[src/rtl/fault_ind_pkg.sv]
// Shared types for the fault indicator.
// Assumes: nothing beyond the standard.
package fault_ind_pkg;

    // Pattern shown on the error pin, in rising priority.
    typedef enum logic [1:0] {
        PIN_IDLE = 2'd0,
        PIN_FREQ = 2'd1,
        PIN_AMPL = 2'd2,
        PIN_HARD = 2'd3
    } pin_mode_e;

    // Indices into the stored-error vector.
    localparam int unsigned LAT_AMPL = 0;
    localparam int unsigned LAT_FREQ = 1;
    localparam int unsigned LAT_SYS  = 2;
    localparam int unsigned LAT_WARN = 3;
    localparam int unsigned LAT_N    = 4;

    // Indices into the pin-display source vector.
    localparam int unsigned DSP_HARD = 0;
    localparam int unsigned DSP_AMPL = 1;
    localparam int unsigned DSP_FREQ = 2;
    localparam int unsigned DSP_N    = 3;

endpackage

[src/rtl/err_latch_bank.sv]
// Sticky error flags, one per source, cleared by a readout pulse.
// Assumes: a source that is active in the clearing cycle wins over the clear.
module err_latch_bank #(
    parameter int unsigned N = 4
) (
    input  logic         clk,
    input  logic         rst_n,
    input  logic [N-1:0] src,
    input  logic         clr,
    output logic [N-1:0] flag
);

    for (genvar g = 0; g < N; g++) begin : g_flag
        // Set on the source, hold, drop on clear.
        always_ff @(posedge clk) begin
            if (!rst_n) flag[g] <= 1'b0;
            else        flag[g] <= src[g] | (flag[g] & ~clr);
        end
    end

    // A live source must be stored on the next edge, clear or not.
    assert property (@(posedge clk) disable iff (!rst_n)
        (src != '0) |=> ((flag & $past(src)) == $past(src)))
        else $error("assert_set_wins_R9");

endmodule

[src/rtl/fault_hold_timer.sv]
// Keeps a pin-display source visible for HOLD cycles after it was last active.
// Assumes: HOLD >= 1; clear takes effect only when the source is idle.
module fault_hold_timer #(
    parameter int unsigned HOLD = 500000
) (
    input  logic clk,
    input  logic rst_n,
    input  logic src,
    input  logic clr,
    output logic active
);

    localparam int unsigned CW = $clog2(HOLD + 1);
    localparam logic [CW-1:0] HOLD_V = CW'(HOLD);

    logic [CW-1:0] remain;

    // Reload while the source is seen, count down after, zero on clear.
    always_ff @(posedge clk) begin
        if (!rst_n)            remain <= '0;
        else if (src)          remain <= HOLD_V;
        else if (clr)          remain <= '0;
        else if (remain != '0) remain <= remain - 1'b1;
    end

    assign active = (remain != '0);

    assert property (@(posedge clk) disable iff (!rst_n)
        src |=> active)
        else $error("assert_reload_R10");

    assert property (@(posedge clk) disable iff (!rst_n)
        (clr && !src) |=> !active)
        else $error("assert_early_clear_R10");

endmodule

[src/rtl/pin_pwm_driver.sv]
// Turns the selected pin mode into a registered drive-low waveform.
// Assumes: PERIOD >= 4, so both duty fractions come out whole and nonzero.
module pin_pwm_driver
    import fault_ind_pkg::*;
#(
    parameter int unsigned PERIOD = 50000
) (
    input  logic      clk,
    input  logic      rst_n,
    input  pin_mode_e mode,
    output logic      drive_low
);

    localparam int unsigned PW = $clog2(PERIOD);
    localparam logic [PW-1:0] LAST_V     = PW'(PERIOD - 1);
    localparam logic [PW-1:0] AMPL_LOW_V = PW'((PERIOD * 3) / 4);
    localparam logic [PW-1:0] FREQ_LOW_V = PW'(PERIOD / 2);

    logic [PW-1:0] phase;
    logic          want_low;

    // Free-running phase counter over one period.
    always_ff @(posedge clk) begin
        if (!rst_n)              phase <= '0;
        else if (phase == LAST_V) phase <= '0;
        else                     phase <= phase + 1'b1;
    end

    // Low share of the period for each mode.
    always_comb begin
        unique case (mode)
            PIN_HARD: want_low = 1'b1;
            PIN_AMPL: want_low = (phase < AMPL_LOW_V);
            PIN_FREQ: want_low = (phase < FREQ_LOW_V);
            default:  want_low = 1'b0;
        endcase
    end

    // Register the output so the pin never glitches.
    always_ff @(posedge clk) begin
        if (!rst_n) drive_low <= 1'b0;
        else        drive_low <= want_low;
    end

    assert property (@(posedge clk) disable iff (!rst_n)
        phase <= LAST_V)
        else $error("assert_phase_range_R2");

    assert property (@(posedge clk) disable iff (!rst_n)
        (mode == PIN_HARD) |=> drive_low)
        else $error("assert_hard_low_R4");

endmodule

[src/rtl/err_bits_encoder.sv]
// Maps the stored errors onto the two-bit serial error field.
// Assumes: bit [1] is sent first; the flag indices come from the package.
module err_bits_encoder
    import fault_ind_pkg::*;
(
    input  logic [LAT_N-1:0] flag,
    input  logic             alt_code,
    output logic [1:0]       bits
);

    // Class code in standard mode, error/warning flags in alternate mode.
    always_comb begin
        if (alt_code) begin
            bits[1] = ~(flag[LAT_AMPL] | flag[LAT_FREQ] | flag[LAT_SYS]);
            bits[0] = ~flag[LAT_WARN];
        end else if (flag[LAT_SYS]) begin
            bits = 2'b00;
        end else if (flag[LAT_AMPL]) begin
            bits = 2'b01;
        end else if (flag[LAT_FREQ]) begin
            bits = 2'b10;
        end else begin
            bits = 2'b11;
        end
    end

endmodule

[src/rtl/fault_pwm_indicator.sv]
// Fault latch and pulse-coded error pin driver.
// Gathers fault sources, stores them until readout, drives the open-drain
// error pin with a per-class duty pattern and builds the serial error field.
// Assumes: pin_sense is already synchronized to clk and reads the pin one
// cycle after a release at the latest (covered by one cycle of blanking).
module fault_pwm_indicator
    import fault_ind_pkg::*;
#(
    parameter int unsigned PWM_PERIOD   = 50000,
    parameter int unsigned HOLD_CYCLES  = 500000,
    parameter int unsigned RES_W        = 5,
    parameter int unsigned FREQ_MIN_RES = 16
) (
    input  logic             clk,
    input  logic             rst_n,
    input  logic             flt_ampl,
    input  logic             flt_freq,
    input  logic             flt_cfg,
    input  logic             flt_uv,
    input  logic             flt_warn,
    input  logic             ampl_rpt_en,
    input  logic             freq_rpt_en,
    input  logic             alt_code,
    input  logic [RES_W-1:0] resolution,
    input  logic             readout_done,
    input  logic             pin_sense,
    output logic             pin_drive_low,
    output logic [1:0]       err_bits,
    output logic             data_line_hold
);

    localparam logic [RES_W-1:0] FREQ_MIN_V = RES_W'(FREQ_MIN_RES);

    logic              freq_ok;
    logic              drive_prev;
    logic              ext_now;
    logic [LAT_N-1:0]  lat_src;
    logic [LAT_N-1:0]  lat_flag;
    logic [DSP_N-1:0]  dsp_src;
    logic [DSP_N-1:0]  dsp_on;
    pin_mode_e         mode;

    // Frequency monitoring is only valid at high enough resolution.
    assign freq_ok = flt_freq && (resolution >= FREQ_MIN_V);

    // Remember last cycle's drive to blank the release edge.
    always_ff @(posedge clk) begin
        if (!rst_n) drive_prev <= 1'b0;
        else        drive_prev <= pin_drive_low;
    end

    // Pin low while released by this block means someone else pulls it.
    assign ext_now = !pin_sense && !pin_drive_low && !drive_prev;

    // Sources of the stored error flags.
    always_comb begin
        lat_src           = '0;
        lat_src[LAT_AMPL] = flt_ampl;
        lat_src[LAT_FREQ] = freq_ok;
        lat_src[LAT_SYS]  = ext_now;
        lat_src[LAT_WARN] = flt_warn;
    end

    err_latch_bank #(.N(LAT_N)) u_latch (
        .clk  (clk),
        .rst_n(rst_n),
        .src  (lat_src),
        .clr  (readout_done),
        .flag (lat_flag)
    );

    // Sources of the pin display, after the report enables.
    always_comb begin
        dsp_src           = '0;
        dsp_src[DSP_HARD] = flt_cfg | flt_uv;
        dsp_src[DSP_AMPL] = flt_ampl & ampl_rpt_en;
        dsp_src[DSP_FREQ] = freq_ok & freq_rpt_en;
    end

    for (genvar g = 0; g < DSP_N; g++) begin : g_hold
        fault_hold_timer #(.HOLD(HOLD_CYCLES)) u_hold (
            .clk   (clk),
            .rst_n (rst_n),
            .src   (dsp_src[g]),
            .clr   (readout_done),
            .active(dsp_on[g])
        );
    end

    // Pick the highest-priority pattern on display.
    always_comb begin
        if (dsp_on[DSP_HARD])      mode = PIN_HARD;
        else if (dsp_on[DSP_AMPL]) mode = PIN_AMPL;
        else if (dsp_on[DSP_FREQ]) mode = PIN_FREQ;
        else                       mode = PIN_IDLE;
    end

    pin_pwm_driver #(.PERIOD(PWM_PERIOD)) u_pwm (
        .clk      (clk),
        .rst_n    (rst_n),
        .mode     (mode),
        .drive_low(pin_drive_low)
    );

    err_bits_encoder u_enc (
        .flag    (lat_flag),
        .alt_code(alt_code),
        .bits    (err_bits)
    );

    // Serial data line is parked while configuration or supply is bad.
    assign data_line_hold = flt_cfg | flt_uv;

    assert property (@(posedge clk) disable iff (!rst_n)
        (lat_flag == '0) |-> (err_bits == 2'b11))
        else $error("assert_idle_bits_R1");

    assert property (@(posedge clk) disable iff (!rst_n)
        (dsp_on == '0) |=> !pin_drive_low)
        else $error("assert_idle_pin_R1");

    assert property (@(posedge clk) disable iff (!rst_n)
        (readout_done && lat_src == '0) |=> (err_bits == 2'b11))
        else $error("assert_readout_clear_R9");

    assert property (@(posedge clk) disable iff (!rst_n)
        (lat_flag[LAT_SYS] && !alt_code) |-> (err_bits == 2'b00))
        else $error("assert_sys_code_R7");

    assert property (@(posedge clk) disable iff (!rst_n)
        (alt_code && lat_flag[LAT_WARN]) |-> !err_bits[0])
        else $error("assert_warn_bit_R8");

endmodule

[config.mk]
export PLATFORM = sky130hd
export DESIGN_NAME = fault_pwm_indicator
export DESIGN_NICKNAME = d
export VERILOG_FILES = /design/src/rtl/fault_ind_pkg.sv /design/src/rtl/err_latch_bank.sv /design/src/rtl/fault_hold_timer.sv /design/src/rtl/pin_pwm_driver.sv /design/src/rtl/err_bits_encoder.sv /design/src/rtl/fault_pwm_indicator.sv
export SDC_FILE = /design/constraint.sdc
export NUM_CORES = 1
export LEC_CHECK = 0
export ABC_AREA = 1
export ABC_CLOCK_PERIOD_IN_PS = 1600
export BUFFER_PORTS_ARGS = -buffer_cell sky130_fd_sc_hd__buf_4
export CAP_MARGIN = 20
export CORE_ASPECT_RATIO = 0.7
export CORE_MARGIN = 2
export CORE_UTILIZATION = 40
export CTS_BUF_LIST = sky130_fd_sc_hd__clkbuf_2
export DETAILED_ROUTE_END_ITERATION = 10
export GPL_ROUTABILITY_DRIVEN = 0
export PLACE_DENSITY_LB_ADDON = 0.08
export SETUP_SLACK_MARGIN = 0.15
export SLEW_MARGIN = 10
export SYNTH_ARGS = -nofsm -noshare
export SYNTH_HDL_FRONTEND = slang
export SYNTH_SLANG_ARGS = --single-unit
export TNS_END_PERCENT = 50
[constraint.sdc]
create_clock -name clk -period 1.6 [get_ports clk]
set_input_delay 0.08 -clock clk [delete_from_list [all_inputs] [get_ports clk]]
set_output_delay 0.08 -clock clk [all_outputs]
set_load 0.03 [all_outputs]
; ---- Yosys cells after proc, flatten, opt, wreduce, memory -nomap -nowiden
; Index checks and enable logic that the tools add are counted.
[totals]
ff_bits = 79
elab_cells = 74
inputBits = 17
[op_classes]
n_addsub = 4
bitwise_logic = 17
reduce_logical = 16
n_eq_ne = 4
magnitude_cmp = 3
n_mux = 17
[ops]
columns = cell, n
row1 = $mux 19, 9
row2 = $reduce_bool 19->1, 3
row3 = $sub 19x1->19 const B, 3
row4 = $add 16x1->16 const B, 1
row5 = $eq 16x16->1 const B, 1
row6 = $lt 16x15->1 const B, 1
row7 = $lt 16x16->1 const B, 1
row8 = $mux 2, 5
row9 = $reduce_bool 3->1, 3
row10 = $reduce_or 3->1, 3
row11 = $or 1x1->1, 7
row12 = $and 1x1->1, 6
row13 = $ge 5x5->1 const B, 1
row14 = $eq 2x2->1 const B, 2
row15 = $not 1->1, 4
row16 = $logic_and 1x1->1, 3
row17 = $logic_not 1->1, 3
row18 = $pmux 1 s3, 1
row19 = $eq 2x1->1 const B, 1
row20 = $mux 1, 2
row21 = $reduce_or 2->1, 1

; ---- Logic depth before layout (Yosys ltp)
; Gate-level depths: netlist of run 1.
[logic_depth]
ltp_word = 6
ltp_mapped = 12
ltp_nobuf = 12

; ---- Modules after synthesis
; A second synthesis of run 1 with hierarchy kept.
[unflattened]
hier_cells = 690
area_unflattened_um2 = 4709.5
[modules_own_cells]
columns = module, cells_per_inst, seq_area_each_um2, area_per_inst_um2, n_inst
row1 = fault_hold_timer, 159, 380.4, 1126.1, 3
row2 = pin_pwm_driver, 165, 340.3, 1062.3, 1
row3 = err_latch_bank, 18, 80.1, 137.6, 1
row4 = fault_pwm_indicator, 19, 20.0, 90.1, 1
row5 = err_bits_encoder, 11, 0.0, 41.3, 1

; ---- Worst setup path after synthesis of run 1
; Ideal clock, no wire load.
[synth_path]
kind = register to register
startpoint = register u_pwm.phase[0]
endpoint = register u_pwm.phase[13]
arrival_time_ps = 1349
required_ps = 1478
path_stages_with_launch = 9
path_slack_ps = 130
n_path_buf = 1
path_cell_list = dfxtp_1 -> ha_1 -> nand2_1 -> inv_1 -> nand2_1 -> or2_4 -> o21ai_4 -> buf_6 -> a21oi_1
[synth_via]
elab_chain_len = 2
elab_cells_between_ends = 3
classes_between = add/sub: 1 / eq/ne: 1 / reduce/logical: 1
[synth_rtl]
columns = item, line
row1 = start: declaration, pin_pwm_driver.sv:19  ; logic [PW-1:0] phase;
row2 = start signal: assignment, pin_pwm_driver.sv:26  ; else phase <= phase + 1'b1;
row3 = branches (longest 2 deep; another with $add 16x1->16), n/a
; Parallel ways; which one is timed is not known.
; A chain may end at the register's enable or synchronous reset.

; ---- Worst setup path after layout of run 1
[layout_path]
startpoint = register u_pwm.phase[0]
endpoint = register u_pwm.phase[10]
; Same word-level chain as after synthesis.

==> summary.txt, run 1 <==
Global routing
  • GR Overflow Total: 0
  • Vias in the first global route: 3959
  • Global-route wire length before repair: 18630 um
  • Largest net degree at the start of global routing: 25
  • GRT Overall Usage: 19.41%
  • Initial antenna violation count: 0

Outcome
  • Status: finished, final reports clean

Die
  • Die width: 129.0 um
  • Die H: 91.52 um
  • Die footprint: 0.01181 sq mm
  • Placement Rows: 31
  • IO Pins: 21
  • Core Footprint: 0.01051 sq mm
  • Initial cell density of the core: 41.64%

Setup path
  • CP required: 2.05 ns
  • Worst R2R Path Depth: 8
  • Critical Path End: u_pwm.phase[10]
  • Critical path data arrival time: 1.98 ns
  • Worst reg2reg setup slack: 0.07 ns
  • Critical Path Sink Type: register
  • Crit-path max FO: 8
  • Crit. Startpoint: u_pwm.phase[0]
  • Capture point of the worst reg-to-reg path: u_pwm.phase[10]
  • Reg2reg start: u_pwm.phase[0]
  • Startpoint types: register
  • Setup CP Type: register to register

STA
  • Final WS setup: 0.07495 ns
  • Fmax: 655.7 MHz
  • Tmin final: 1.525 ns
  • Actual slew at the worst max-slew pin: 0.5088 ns
  • Setup violations, final: 0
  • Post-Route Skew: 0.02106 ns
  • Fin. Hold Viols: 0
  • Slew Viols, Final: 0
  • Rel. slew slack: 66.00%
  • Post-route clock period utilization: 95.32%
  • RSZ-0062 raised after global routing: true
  • Sum Neg Setup Slack: 0 ns

Power and ir drop
  • Sw frac: 41.78%
  • Total power: 7.719 mW
  • Net load switching power: 3.225 mW
  • Leak: 2.598 nW
  • Flop pwr share: 31.9%
  • Clock power frac: 17.5%
  • Int Pwr: 4.494 mW
  • Pwr Density: 1282 mW/mm^2
  • VDD IR-drop max: 0.0005494 V
  • Comb pwr share: 50.6%

Final layout
  • Layout cell share with drive strength beyond 1: 35.11%
  • Fin area: 0.006021 sq mm
  • N_diodes: 0
  • Net count reported at finish: 770
  • Number of fill cells: 992
  • Synthesis-to-finish area growth: 37.56%

CTS
  • Num CTS Buffers: 9
  • Later-pin clock latency in the skew report: 0.54 ns
  • CTS Root Cell: clkbuf_2
  • Clk buf depth: 2
  • Clk sinks: 79
  • CTS H-tree lvls: 3
  • Clk slew on worst S/H paths: 0.21 ns
  • CTS tree: yes

Synth
  • Post-Syn Area: 0.004377 sq mm
  • Post-synthesis sequential area ratio: 36.13%
  • Mapped Nets: 680
  • Post-synth EDFFs: 0
  • Post-Synthesis Cells: 656
  • Asr flop ratio synth: 0%
  • Biggest area consumer among synthesized cells: dfxtp_1
  • Yosys warnings: 0
  • Per-instance average area after synthesis: 6.672 sq um
  • Synth top area share: 36.13%
  • Yosys reg bits: 79
  • Top cells by area, synth: dfxtp_1 36%, nand2_1 13%, nor2_1 9.3%, inv_1 6.9%, a21oi_1 5.9%
  • Top FF cell, synth: dfxtp_1
  • Distinct cells, synth: 34

Place
  • Hpwl dp: 7752 um
  • Post-Place Cell Area: 0.004885 sq mm
  • IO buf count: 16
  • Post-Place Setup Slack: 0.04858 ns

Detailed routing
  • DRC: 0
  • WL final: 11440 um
  • Via count: 4415
  • ANT nets after route: 0
  • Wire length per cell: 12.75 um
  • Vias/cell: 4.922
  • Number of DRC markers in iteration 0: 238
  • Drt pass-1 iters: 5

Worst hold path
  • Hold Crit Depth: 4
  • Hold/Removal Path Class: input port to register

Job
  • Max-Cap Viols: 0
## timing repair
item                       4_1_cts  5_1_grt
hold endpoints to repair        43        0
cloned                           0        1
pin swaps                       16       64
buffers inserted                 9       12
hold buffers                    16        0
resized for setup               45      154
setup endpoints to repair       57       75
## cell type report
type                       instances  area [sq um]  share of cell area (%)
multi-input combinational        486          2992                   49.69
sequential                        79          1612                   26.77
timing repair buffer              84         743.2                   12.34
inverter                          86         345.3                   5.736
tap                              148         185.2                   3.076
clock inverter                     5         98.84                   1.642
clock buffer                       9         45.04                  0.7481
## layer usage
layer	GRT usage, %	up-vias	part of all wire [%]
met1	27.41	2057	51
met5	0	-	0
li1	-	2291	-
met2	29.72	60	45
met4	4.167	0	0.75
met3	5.009	7	3.4
## power by group through the flow
stage | clock network (mW) | logic [mW] | registers (mW)
finish | 1.35 | 3.91 | 2.46
global route | 1.48 | 4.31 | 2.49
CTS | 1.40 | 3.10 | 2.41
detailed placement | 0 | 2.87 | 2.44
global placement | 0 | 2.85 | 2.44
floorplan | 0 | 2.16 | 2.39
## cells in the mapped netlist, types with 6 or more instances
library cell  instances
nand2_1             146
ha_1                  7
nand3_2               6
dfxtp_1              79
nor3_1               14
nand2_2               6
nor2_4               10
nand3_1              51
a21oi_1              52
inv_1                81
o21ai_0              17
xor2_1               12
nor2_2                9
nand4_1              18
xnor2_1               7
nor2_1              109
## through the flow
stage	utilization (%)	hold WS, ns	std cells
after global placement	46.47	0.2714	845
after floorplan	-	0.1735	656
final	57.28	0.1691	897
after detailed placement	46.47	0.2796	845
after CTS	51.47	0.1005	884
after global routing	57.28	0.1992	897
## kinds of logic after synthesis
group / after synthesis / synth area share [%]
AND/OR/NAND/NOR: 377 / 39.31
flip-flops: 79 / 36.14
buffers and inverters: 91 / 8.176
AO/OA/AOI/OAI: 82 / 10.35
multiplexers: 1 / 0.2287
XOR/XNOR: 19 / 3.802
adder cells (fa/ha/maj): 7 / 2.001
## how the worst min path moves through the flow
stage	slack, ns	to	startpoint
detailed placement	0.28	u_latch.flag[2]	pin_sense
CTS	0.10	g_hold[2].u_hold.remain[3]	resolution[4]
finish	0.17	g_hold[2].u_hold.remain[3]	resolution[4]
floorplan	0.17	drive_prev	rst_n
global placement	0.27	u_latch.flag[2]	pin_sense
global route	0.20	g_hold[2].u_hold.remain[0]	resolution[4]
## worst max-delay path, cell delays in order (launching register included)
cell and delay, ns:
dfxtp_2 0.40, ha_4 0.13, nand2_2 0.05, inv_2 0.07, nand2_2 0.05, or2_4 0.27
o21ai_4 0.21, clkbuf_16 0.21, nor3_4 0.04
## cell usage in the layout, fill, tap and decap left out, types with 21 or more instances in the layout
cell type / netlist / final
nand3_2: 6 / 24
buf_4: 0 / 57
nor2_2: 9 / 24
nand2_1: 146 / 127
a21oi_1: 52 / 32
nor2_4: 10 / 23
inv_1: 81 / 62
nand2_2: 6 / 21
nor2_1: 109 / 81
nand3_1: 51 / 29
dfxtp_1: 79 / 59
## flip-flops by register name (all words and copies together) (netlist names)
register,flops
g_hold.u_hold.remain,57
u_pwm.drive_low,1
drive_prev,1
u_latch.flag,4
u_pwm.phase,16
Note: power is estimated with default switching activity, not from simulation.
==> inputs of run 2 (changes only) <==
- ABC_AREA: 1 -> default
==> run 2 against run 1 <==
  * The flow now finishes with violations (negative setup slack)
  * Register-to-register slack got worse by 0.38 ns
  * Non-clock buffer count increased by 59
  * Synthesized cell count decreased by 31%
  * Critical path depth decreased by 1
  * Clock skew increased by 0.0068 ns
  * Wire length decreased by 11%
  * First-iteration DRC count decreased by 23%
  * Sequential share of layout area increased by 1.0 points
  * Area after synthesis decreased by 12%
  * Largest cell class unchanged
==> summary.txt, run 2 <==
Detailed routing
  • Number of DRC markers in iteration 0: 183
  • DRC: 0
  • Vias/cell: 5.074
  • Drt pass-1 iters: 5
  • ANT nets after route: 0
  • Wire length per cell: 14.08 um
  • WL final: 10140 um
  • Via count: 3653

Power and ir drop
  • VDD IR-drop max: 0.0008536 V
  • Pwr Density: 1577 mW/mm^2
  • Flop pwr share: 28.2%
  • Leak: 2.423 nW
  • Comb pwr share: 60.3%
  • Int Pwr: 5.577 mW
  • Total power: 9.237 mW
  • Clock power frac: 11.5%
  • Sw frac: 39.62%
  • Net load switching power: 3.660 mW

Global routing
  • Met3 GRT Util: 5.592%
  • Global-route wire length before repair: 17170 um
  • Met1 usage: 26.19%
  • GRT Overall Usage: 20.74%
  • Initial antenna violation count: 0
  • Vias in the first global route: 3620
  • GR Overflow Total: 0
  • M2 GR Usage: 35.65%
  • Largest net degree at the start of global routing: 20
  • Layer with the highest usage: met2

Final layout
  • Reg with most FFs: g_hold.u_hold.remain
  • Fin area: 0.005857 sq mm
  • Synthesis-to-finish area growth: 51.34%
  • Layout Utilization: 63.55%
  • Max FFs per register: 57
  • Post-Layout Cell Count: 720
  • Commonest non-fill, non-tap cell in the layout: buf_4
  • N_diodes: 0
  • Leading cell types in the layout, fill and taps excluded: 112 x buf_4, 72 x nor2_1, 51 x dfxtp_1
  • Layout cell share with drive strength beyond 1: 42.28%
  • Top flop regs: g_hold.u_hold.remain (57), u_pwm.phase (16), u_latch.flag (4)
  • Net count reported at finish: 615
  • Number of fill cells: 784

STA
  • Actual slew at the worst max-slew pin: 0.3676 ns
  • Rel. slew slack: 75.17%
  • Post-route clock period utilization: 119.1%
  • Sum Neg Setup Slack: -5.463 ns
  • Slew Viols, Final: 0
  • RSZ-0062 raised after global routing: true
  • Fmax: 525.0 MHz
  • Tmin final: 1.905 ns
  • Fin. Hold Viols: 0
  • Final WS setup: -0.3049 ns
  • Fin Hold WS: 0.04209 ns
  • Setup violations, final: 47
  • Post-Route Skew: 0.02782 ns

Setup path
  • Worst R2R Path Depth: 7
  • Reg2reg start: g_hold[1].u_hold.remain[3]
  • Crit-path max FO: 3
  • Startpoint types: register
  • Worst reg2reg setup slack: -0.30 ns
  • Critical Path Sink Type: register
  • Capture point of the worst reg-to-reg path: g_hold[1].u_hold.remain[11]
  • Critical path data arrival time: 2.42 ns
  • Setup CP Type: register to register
  • CP required: 2.12 ns

Synth
  • Biggest area consumer among synthesized cells: dfxtp_1
  • Asr flop ratio synth: 0%
  • Per-instance average area after synthesis: 8.562 sq um
  • Yosys reg bits: 79
  • Post-synth EDFFs: 0
  • Distinct cells, synth: 48
  • Top cells by area, synth: dfxtp_1 41%, xor2_1 9.1%, nor2_1 7.7%, xnor2_1 4.8%, o21ai_0 2.7%
  • Synth top cells by count: 79 x dfxtp_1, 79 x nor2_1, 40 x xor2_1, 25 x nand2_1
  • Top FF cell, synth: dfxtp_1
  • Synth top area share: 40.87%
  • Post-Syn Area: 0.003870 sq mm
  • Mapped Nets: 476
  • Yosys warnings: 0
  • Post-Synthesis Cells: 452
  • Post-synthesis sequential area ratio: 40.87%

CTS
  • Clk buf depth: 2
  • Num CTS Buffers: 9
  • Clk sinks: 79
  • CTS Root Cell: clkbuf_2
  • Clk slew on worst S/H paths: 0.22 ns
  • CTS H-tree lvls: 3
  • CTS tree: yes
  • Later-pin clock latency in the skew report: 0.56 ns

Place
  • Post-Place Setup Slack: -0.2595 ns
  • IO buf count: 16
  • DP Cell Count: 674
  • Post-Place Cell Area: 0.005050 sq mm
  • Hpwl dp: 6911 um

Worst hold path
  • Hold/Removal Path Class: input port to register
  • Critical hold path startpoint: resolution[4]
  • Hold Crit Depth: 4
  • Hold Crit Endpoint: g_hold[2].u_hold.remain[18]

Die
  • Die H: 86.30 um
  • Die footprint: 0.01049 sq mm
  • IO Pins: 21
  • Initial cell density of the core: 41.99%
  • Die width: 121.6 um
  • Placement Rows: 29
  • Core Footprint: 0.009216 sq mm

Outcome
  • Failing checks: negative setup slack
  • Status: complete, but fails checks

Job
  • Max-Cap Viols: 0
-- run 2: cell count changes in the layout (fill, tap and decap cells not counted), sizes merged, moves of 10 or more --
cell,previous run,this run
o21a,1,11
nand4,18,6
xnor2,7,21
nand3,57,20
nor2,128,79
buf,67,127
nor4,0,15
inv,86,10
nand2,152,25
a21oi,52,9
xor2,12,40
-- run 2: how the worst max path moves through the flow --
| stage | startpoint | end | slack, ns | cells after the start |
|---|---|---|---|---|
| 6_report | g_hold[1].u_hold.remain[3] | g_hold[1].u_hold.remain[11] | -0.30 | 7 |
| 5_1_grt | g_hold[1].u_hold.remain[3] | g_hold[1].u_hold.remain[17] | -0.44 | 5 |
| 4_1_cts | g_hold[1].u_hold.remain[2] | g_hold[1].u_hold.remain[17] | -0.29 | 5 |
| 3_5_place_dp | g_hold[1].u_hold.remain[0] | g_hold[1].u_hold.remain[17] | -0.26 | 5 |
| 3_3_place_gp | g_hold[1].u_hold.remain[0] | g_hold[1].u_hold.remain[17] | -0.24 | 5 |
| 2_1_floorplan | g_hold[1].u_hold.remain[5] | g_hold[1].u_hold.remain[17] | -0.25 | 6 |
-- run 2: what timing repair did --
item | 4_1_cts | 5_1_grt
endpoints found under the hold margin | 17 | 0
setup buffers | 6 | 8
resized for setup | 72 | 52
hold buffers | 16 | 0
pin swaps | 40 | 44
endpoints found under the setup margin | 74 | 75
-- run 2: power groups by stage --
stage,Sequential [mW],Clock [mW],Combinational [mW]
floorplan,2.64,0,2.90
global placement,2.60,0,4.38
detailed placement,2.61,0,4.42
CTS,2.58,1.09,5.01
global route,2.65,1.17,6.09
finish,2.60,1.06,5.57
-- run 2: critical path, stage by stage, from the launching register on --
cell and delay, ns:
dfxtp_2 0.37, or4_4 0.56, buf_4 0.16, buf_6 0.12
nor4b_4 0.27, nand4b_1 0.15, xor2_1 0.16, nor2_1 0.09
-- run 2: kinds of logic after synthesis --
| logic type | share of synthesized area, % |
|---|---|
| XOR/XNOR | 13.81 |
| flip-flops | 40.87 |
| AO/OA/AOI/OAI | 10.48 |
| buffers and inverters | 2.619 |
| AND/OR/NAND/NOR | 29.97 |
| adder cells (fa/ha/maj) | 2.263 |
-- run 2: final cells by class --
| type | instances | area, sq um | share of cell area (%) |
|---|---|---|---|
| Timing Repair Buffer | 143 | 1170 | 19.97 |
| Sequential cell | 79 | 1627 | 27.77 |
| Inverter | 10 | 42.54 | 0.7263 |
| Tap cell | 124 | 155.1 | 2.649 |
| Clock inverter | 6 | 51.30 | 0.8759 |
| Clock buffer | 10 | 50.05 | 0.8545 |
| Multi-Input combinational cell | 348 | 2761 | 47.15 |
-- run 2: per-layer routing --
layer / part of all wire (%) / up-vias
met2: 48 / 47
met1: 47 / 1733
met5: 0 / -
li1: - / 1859
met3: 3.2 / 14
met4: 1.3 / 0
